### config.mk
export PLATFORM = sky130hd
export DESIGN_NAME = alu_dc_unit
export DESIGN_NICKNAME = d
export VERILOG_FILES = /design/src/rtl/alu_dc_pkg.sv /design/src/rtl/alu_dc_addsub.sv /design/src/rtl/alu_dc_flagsel.sv /design/src/rtl/alu_dc_unit.sv
export SDC_FILE = /design/constraint.sdc
export NUM_CORES = 1
export LEC_CHECK = 0
export BUFFER_PORTS_ARGS = -buffer_cell sky130_fd_sc_hd__buf_2
export CORE_MARGIN = 1.5
export CORE_UTILIZATION = 45
export CTS_BUF_LIST = sky130_fd_sc_hd__clkbuf_8
export CTS_CLUSTER_DIAMETER = 80
export DETAILED_ROUTE_END_ITERATION = 10
export PLACE_DENSITY = 0.7
export SLEW_MARGIN = 20
export SYNTH_ARGS = -nofsm -noshare
export SYNTH_HDL_FRONTEND = slang
export SYNTH_SLANG_ARGS = --single-unit
### constraint.sdc
create_clock -name clk -period 8.65 [get_ports clk]
set_input_delay 1.73 -clock clk [delete_from_list [all_inputs] [get_ports clk]]
set_output_delay 1.73 -clock clk [all_outputs]
set_load 0.005 [all_outputs]
### src/rtl/alu_dc_pkg.sv
package alu_dc_pkg;
  typedef logic [2:0] flag_sel_t;
  localparam flag_sel_t SEL_CARRY = 3'b000;
  localparam flag_sel_t SEL_NEG   = 3'b001;
  localparam flag_sel_t SEL_ZERO  = 3'b010;
  localparam flag_sel_t SEL_OVF   = 3'b011;
endpackage

### src/rtl/alu_dc_addsub.sv
module alu_dc_addsub #(
  parameter int DATA_W = 40
) (
  input  logic              sub,
  input  logic [DATA_W-1:0] a,
  input  logic [DATA_W-1:0] b,
  output logic [DATA_W-1:0] sum,
  output logic              cy_flag
);
  logic [DATA_W:0] ext;
  logic [DATA_W-1:0] b_eff;

  always_comb begin
    b_eff = sub ? ~b : b;
    ext = {1'b0, a} + {1'b0, b_eff} + {{DATA_W{1'b0}}, sub};
    sum = ext[DATA_W-1:0];
    // subtract: carry out high means no borrow
    cy_flag = sub ? ~ext[DATA_W] : ext[DATA_W];
  end
endmodule

### src/rtl/alu_dc_flagsel.sv
module alu_dc_flagsel
  import alu_dc_pkg::*;
#(
  parameter int DATA_W  = 40,
  parameter int GUARD_W = 8
) (
  input  flag_sel_t         sel,
  input  logic [DATA_W-1:0] sum,
  input  logic              cy_flag,
  output logic              flag
);
  localparam int REG_W = DATA_W - GUARD_W;
  localparam int OVF_W = GUARD_W + 1;

  logic [OVF_W-1:0] ovf_field;
  logic             ovf;

  always_comb begin
    ovf_field = sum[DATA_W-1:REG_W-1];
    ovf = !((&ovf_field) || !(|ovf_field));
    case (sel)
      SEL_NEG:  flag = sum[DATA_W-1];
      SEL_ZERO: flag = (sum == '0);
      SEL_OVF:  flag = ovf;
      default:  flag = cy_flag;
    endcase
  end
endmodule

### src/rtl/alu_dc_unit.sv
module alu_dc_unit
  import alu_dc_pkg::*;
#(
  parameter int DATA_W  = 40,
  parameter int GUARD_W = 8
) (
  input  logic              clk,
  input  logic              rst,
  input  logic              op_we,
  input  logic              op_sub,
  input  logic [2:0]        flag_sel,
  input  logic [DATA_W-1:0] opnd_a,
  input  logic [DATA_W-1:0] opnd_b,
  output logic [DATA_W-1:0] res_q,
  output logic              flag_q
);
  logic [DATA_W-1:0] sum;
  logic              cy_flag;
  logic              flag_d;

  alu_dc_addsub #(.DATA_W(DATA_W)) u_addsub (
    .sub    (op_sub),
    .a      (opnd_a),
    .b      (opnd_b),
    .sum    (sum),
    .cy_flag(cy_flag)
  );

  alu_dc_flagsel #(.DATA_W(DATA_W), .GUARD_W(GUARD_W)) u_flagsel (
    .sel    (flag_sel_t'(flag_sel)),
    .sum    (sum),
    .cy_flag(cy_flag),
    .flag   (flag_d)
  );

  always_ff @(posedge clk) begin
    if (rst) begin
      res_q  <= '0;
      flag_q <= 1'b0;
    end else if (op_we) begin
      res_q  <= sum;
      flag_q <= flag_d;
    end
  end
endmodule

==> metrics.md, run 1 <==
| Metric | Value |
|---|---|
| Status | completed |
| Drt initial violations | 237 |
| Post-synth cell types | 74 |
| FP Rows | 37 |
| Fin. Hold Viols | 0 |
| GRT Total Usage | 25.2% |
| PD cells | 162 nW/um2 |
| Leakage power | 2.52 nW |
| Unrepaired setup endpoints after global routing | false |
| Period minus WS final | 5.63 ns |
| Initial antenna violation count | 0 |
| Initial core utilization | 46.0% |
| CP startpoint kind | primary input |
| Drt via density | 5.75 |
| Sequential fraction of the synthesis area | 17.4% |
| CP dominant cell by count | a211o_1 |
| Ys Warns | 0 |
| Worst Hold Path Cells | 2 |
| Avg Inst Size Synth | 7.64 um2 |
| DIE AREA | 11100 um2 |
| Number of synthesized flops with an enable pin | 0 |
| Die Y | 105 um |
| Max Slew Vio Count | 0 |
| Nets | 853 |
| Cell taking the most area after synthesis | dfxtp_1 |
| Total negative setup slack | 0 ns |
| Min Hold Slack | 0.473 ns |
| Worst-Skew Late Latency | 0.31 ns |
| Tcrit/Tclk final | 65.1% |
| VDD IR max | 0.000116 V |
| Data required time of the worst path | 8.82 ns |
| Worst Tran Pin Value | 0.990 ns |
| Max Freq | 177 MHz |
| Clk sinks | 41 |
| IO buf count | 127 |
| Setup CP Type | primary input to flop |
| CP top delay family | compound AO/OA/AOI/OAI gates |
| Max clock buf depth | 2 |
| Clock Skew | 0 ns |
| DP HPWL | 11200 um |
| Hold_buf cts | 0 |
| GRT overflow | 0 |
| Number of buffers created by CTS | 5 |
| Stages on the worst setup path | 16 |
| Top cells by count, synth | nor2_1, nand2_1, xor2_1 |
| H-tree levels | 2 |
| Area of the core | 10200 um2 |
| Yosys top cell area share | 17.4% |
| Layout cells sized above 1 | 22.1% |
| TritonCTS clock tree | done |
| Bufs and invs on worst path | 3 |
| DRC | 0 |
| First-pass GRT wire length | 22700 um |
| Top-count cell post-synth | nor2_1 |
| N_diodes | 0 |
| Area delta synth->final | 16.9% |
| Gpl congestion | 0.910 |
| I/O pin cnt | 128 |
| Final wirelength | 14100 um |
| Slowest stage delay, CP | 0.53 ns |
| Vias | 4926 |
| Synth top area cells | dfxtp_1, ha_1, xor2_1, mux2i_1, a21oi_1 |
| Yosys reg bits | 41 |
| R2R depth | 3 |
| Largest net degree at the start of global routing | 42 |
| Final setup fails | 0 |
| Vias in the first global route | 4708 |
| Crit path DAT | 5.81 ns |
| Routed Antenna Nets | 0 |
| Detailed Routing Iterations Pass 1 | 5 |
| Net count after synthesis | 749 |
| Dominant synthesized flop cell | dfxtp_1 |
| CP endpoint kind | flop |
| Crit path cell chain | buf_2 -> buf_4 -> xor2_1 -> inv_1 -> fa_1 -> nand2b_1 -> a211o_1 -> a31o_2 -> o21ai_1 -> a21oi_1 -> xnor2_1 -> or4_4 -> a2111oi_4 -> a211o_1 -> o211a_1 -> nor3_2 |
| Slowest CP cell | buf_4 |
| Wire length per cell | 16.4 um |
| Min-delay worst type | flop to flop |
| Tot Pwr | 890 uW |
| Dpl cell area | 5390 um2 |
| Maxcap violations | 0 |
| Post-CTS Setup Bufs | 0 |
| Post-synth ARST share | 0% |
| Post-Syn Area | 4710 um2 |
| Fin area | 5500 um2 |
| Critical Path Fanout Max | 41 |
| CTS clk-pin slew, worst paths | 0.10 ns |
| Post_cts resized | 0 |
| Die Width | 105 um |
| Root Driver | clkbuf_8 |
| Gate Count Post-Synth | 616 |
| Relative slew slack | 34.0% |
sequential cells by signal (all words and copies together), names as in the netlist:
signal,count
res_q,40
flag_q,1
area by class of cell:
type / count / area, um2
Tap cell: 136 / 170
Timing Repair Buffer: 128 / 643
Clock inverter: 3 / 46.3
Clock buffer: 5 / 68.8
Sequential cell: 41 / 821
Multi-Input combinational cell: 525 / 3680
Fill cell: 1048 / 4730
Inverter: 19 / 71.3
worst paths after layout:
kind | end | startpoint | slack, ns
max | flag_q$_SDFFE_PP0P_ | op_sub | 3.02
min | res_q[35]$_SDFFE_PP0P_ | res_q[35]$_SDFFE_PP0P_ | 0.47
max reg2reg | res_q[27]$_SDFFE_PP0P_ | res_q[27]$_SDFFE_PP0P_ | 7.76
min reg2reg | res_q[35]$_SDFFE_PP0P_ | res_q[35]$_SDFFE_PP0P_ | 0.47
metrics by stage:
| step | worst slack (ns) | util, % | instances |
|---|---|---|---|
| finish | 3.02 | 53.8 | 857 |
| global route | 2.70 | 53.8 | 857 |
| CTS | 3.03 | 53.8 | 857 |
| detailed placement | 2.71 | 52.6 | 849 |
| global placement | 2.81 | 52.6 | 849 |
| floorplan | 2.93 | - | 616 |
kinds of logic (layout without fill, tap and decap cells):
| logic type | Yosys count | after routing | share of synthesized area [%] |
|---|---|---|---|
| AOI/OAI and AO/OA | 169 | 169 | 24.9 |
| adders and majority gates | 46 | 46 | 12.4 |
| buffers and inverters | 50 | 155 | 4.36 |
| DFF | 41 | 41 | 17.4 |
| muxes | 27 | 27 | 6.04 |
| and+or+nand+nor | 214 | 214 | 22.0 |
| xor gates and xnor gates | 69 | 69 | 12.8 |
cells in the final DEF (no fill, tap or decap), types with 5 or more instances in the layout:
master	synthesis	routed
nor2_1	64	64
xnor2_1	14	14
a21oi_1	49	49
ha_1	45	45
nor4_1	7	7
o21ai_0	31	31
a21o_1	8	8
nor2b_1	12	12
a211oi_1	6	6
o211ai_1	8	8
clkbuf_8	0	5
nand2b_1	5	5
xor2_1	55	55
mux2i_1	25	25
buf_2	7	127
dfxtp_1	41	41
nand3_1	14	14
o31ai_1	6	6
o21a_1	8	8
nor3_1	13	13
inv_1	18	18
a31oi_1	6	6
nand2_1	58	58
nand4_1	18	18
power breakdown:
part	internal [mW]	switching, mW	total [mW]
Combinational	0.197	0.294	0.490
Sequential	0.216	0.0155	0.232
Clock	0.0866	0.0814	0.168
per-layer routing:
layer / vias to the layer above / routed length [um] / GRT usage [%] / share of wire (%)
li1: 2444 / - / - / -
met1: 2302 / 6300 / 32.3 / 45
met2: 159 / 6820 / 44.3 / 49
met3: 21 / 706 / 3.40 / 5.0
met4: 0 / 229 / 6.56 / 1.6
met5: - / 0 / 0 / 0
tightest hold or removal path, cell delays in order, from the launching register on:
cell	delay [ns]
dfxtp_1	0.32
nand2_1	0.06
a21oi_1	0.05
No activity file was read; power rests on OpenSTA's default activity.
==> run 2, diff against run 1 <==
==> constraint.sdc (replaced) <==
create_clock -name clk -period 5.5 [get_ports clk]
set_input_delay 1.1 -clock clk [delete_from_list [all_inputs] [get_ports clk]]
set_output_delay 1.1 -clock clk [all_outputs]
set_load 0.005 [all_outputs]
==> run 2 against run 1 <==
Net effect:
- design area hardly changed
- worst hold slack hardly changed
- total power is 53% higher
- via count rose by 1.8%
- die area is the same
- core utilization about the same
- count of clock-buffer cells in the layout did not move
- sequential cell count stayed put
- worst setup slack got worse by 2.2 ns
- clock skew unchanged
==> metrics.md, run 2 (synthesized netlist as in run 1, its figures left out) <==
| Metric | Value |
|---|---|
| Initial core utilization | 46.0% (unchanged) |
| Seq pwr share | 26.8% (+0.8 points) |
| Die Y | 105 um (unchanged) |
| WL met3 | 763 um (+8.1%) |
| Post-Route M1 WL | 6160 um (-2.2%) |
| Tot Pwr | 1.36 mW (+53%) |
| Max Slew Vio Count | 0 (unchanged) |
| Commonest non-fill, non-tap cell in the layout | buf_2 |
| Critical Path Fanout Max | 18 (-56%) |
| Area of the core | 10200 um2 (unchanged) |
| Clk pwr share | 16.5% (-2.4 points) |
| Relative slew slack | 41.4% (+7.4 points) |
| Status | completed |
| Most frequent cells in the layout | buf_2, nor2_1, nand2_1 |
| Total negative setup slack | 0 ns (unchanged) |
| N_diodes | 0 (unchanged) |
| GRT Total Usage | 24.6% (-0.64 points) |
| CP startpoint kind | primary input |
| Crit path cell chain | buf_2 -> buf_4 -> xor2_1 -> ha_1 -> a21oi_2 -> o221ai_2 -> a221oi_4 -> o211ai_2 -> nor4b_2 -> a311oi_1 -> or4_4 -> a2111oi_4 -> a211o_1 -> o211a_1 -> nor3_2 |
| Top Layer Used | met4 |
| Worst-Skew Late Latency | 0.31 ns (about the same) |
| Switch share | 45.3% (+1.5 points) |
| Worst Hold Path Cells | 2 (unchanged) |
| Worst Tran Pin Value | 0.880 ns (-0.110 ns) |
| Largest net degree at the start of global routing | 42 (unchanged) |
| Routed Antenna Nets | 0 (unchanged) |
| Biggest register | res_q |
| Nets | 857 (+0.47%) |
| FP Rows | 37 (unchanged) |
| Hold_buf cts | 0 (unchanged) |
| Vias in the first global route | 4630 (-1.7%) |
| Data required time of the worst path | 5.67 ns (-3.15 ns) |
| Min-delay src | res_q[35]$_SDFFE_PP0P_ |
| Post_cts resized | 0 (unchanged) |
| Tcrit/Tclk final | 86.1% |
| Max clock buf depth | 2 (unchanged) |
| Clock Skew | 0 ns (unchanged) |
| CP endpoint kind | flop |
| Dpl cell area | 5420 um2 (+0.56%) |
| Slowest stage delay, CP | 0.56 ns (+0.03 ns) |
| H-tree levels | 2 (unchanged) |
| Fin area | 5510 um2 (about the same) |
| CP top delay family | compound AO/OA/AOI/OAI gates |
| R2R depth | 3 (unchanged) |
| TritonCTS clock tree | done |
| Root Driver | clkbuf_8 |
| Number of buffers created by CTS | 5 (unchanged) |
| Detailed Routing Iterations Pass 1 | 6 (+1) |
| Wire length per cell | 16.1 um (-2.0%) |
| Min-delay worst type | flop to flop |
| P_sw | 615 uW (+58%) |
| Maxcap violations | 0 (unchanged) |
| DP HPWL | 11100 um (-1.4%) |
| Power Internal | 742 uW (+48%) |
| Drt initial violations | 272 (+15%) |
| Period minus WS final | 4.73 ns |
| Reg-to-Reg Start | res_q[27]$_SDFFE_PP0P_ |
| Crit path DAT | 4.91 ns (-0.90 ns) |
| VDD IR max | 0.000129 V (+11%) |
| Bufs and invs on worst path | 2 (-1) |
| Setup CP Type | primary input to flop |
| Worst reg-to-reg setup slack | 4.67 ns (-3.09 ns) |
| DIE AREA | 11100 um2 (unchanged) |
| Fin. Hold Viols | 0 (unchanged) |
| Placed cell count | 853 (+0.47%) |
| First-pass GRT wire length | 22300 um (-2.1%) |
| Number of flip-flops in the largest register | 40 (unchanged) |
| I/O pin cnt | 128 (unchanged) |
| Drt via density | 5.82 (+1.3%) |
| Gpl congestion | 0.918 (+0.93%) |
| Vias | 5015 (+1.8%) |
| Clk sinks | 41 (unchanged) |
| Largest regs | res_q: 40 flops, flag_q: 1 flops |
| Post-CTS Setup Bufs | 0 (unchanged) |
| Initial antenna violation count | 0 (unchanged) |
| Leakage power | 2.52 nW (+0.37%) |
| Layout cells sized above 1 | 22.5% (+0.43 points) |
| Hold Path Sink | res_q[35]$_SDFFE_PP0P_ |
| Slowest CP cell | or4_4 |
| IO buf count | 127 (unchanged) |
| Final cell count without fillers | 861 (+0.47%) |
| Final wirelength | 13800 um (-1.5%) |
| Max Freq | 211 MHz |
| R2r endpoint | res_q[27]$_SDFFE_PP0P_ |
| PD cells | 247 nW/um2 (+52%) |
| Part of the power in combinational logic | 56.7% (+1.6 points) |
| CTS clk-pin slew, worst paths | 0.10 ns (about the same) |
| Area delta synth->final | 17.0% (about the same) |
| DRC | 0 (unchanged) |
| Unrepaired setup endpoints after global routing | false |
| Final setup fails | 0 (unchanged) |
| Die Width | 105 um (unchanged) |
| Met2 wire length | 6510 um (-4.4%) |
| GRT overflow | 0 (unchanged) |
[run 2: layout make-up]
type / count / area, um2
Fill cell: 1035 / 4730
Timing Repair Buffer: 132 / 673
Sequential cell: 41 / 821
Clock buffer: 5 / 68.8
Multi-Input combinational cell: 525 / 3680
Inverter: 19 / 71.3
Tap cell: 136 / 170
Clock inverter: 3 / 21.3
[run 2: worst max-delay path by stage]
stage                     startpoint                  end  depth (start not counted)
final                         op_sub  flag_q$_SDFFE_PP0P_                         15
after CTS                     op_sub  flag_q$_SDFFE_PP0P_                         15
after floorplan               op_sub  flag_q$_SDFFE_PP0P_                         17
after detailed placement      op_sub  flag_q$_SDFFE_PP0P_                         15
after global placement        op_sub  flag_q$_SDFFE_PP0P_                         15
after global routing          op_sub  flag_q$_SDFFE_PP0P_                         15
[run 2: worst reg2reg max path, cell delays in order, from the launching register on]
cell and delay (ns):
dfxtp_1 0.35, nor2b_1 0.14, a31oi_1 0.15, nor2_1 0.05
[run 2: power by group through the flow]
stage / sequential [mW] / combinational [mW] / clock (mW)
2_1_floorplan: 0.371 / 0.538 / 0
3_5_place_dp: 0.370 / 0.759 / 0
5_1_grt: 0.369 / 0.852 / 0.241
4_1_cts: 0.364 / 0.763 / 0.230
6_report: 0.364 / 0.769 / 0.224
3_3_place_gp: 0.370 / 0.752 / 0
[run 2: stage by stage]
| step | setup slack [ns] | utilization, % | hold WS, ns |
|---|---|---|---|
| 6_report | 0.766 | 53.8 | 0.473 |
| 2_1_floorplan | 0.409 | - | 0.462 |
| 4_1_cts | 0.772 | 53.8 | 0.472 |
| 3_5_place_dp | 0.435 | 52.9 | 0.458 |
| 5_1_grt | 0.524 | 53.8 | 0.504 |
| 3_3_place_gp | 0.545 | 52.9 | 0.455 |
[run 2: metal layers]
layer | vias to the layer above | track usage (%)
met5 | - | 0
met4 | 0 | 9.30
met3 | 31 | 3.46
met2 | 177 | 41.2
met1 | 2353 | 31.9
li1 | 2454 | -
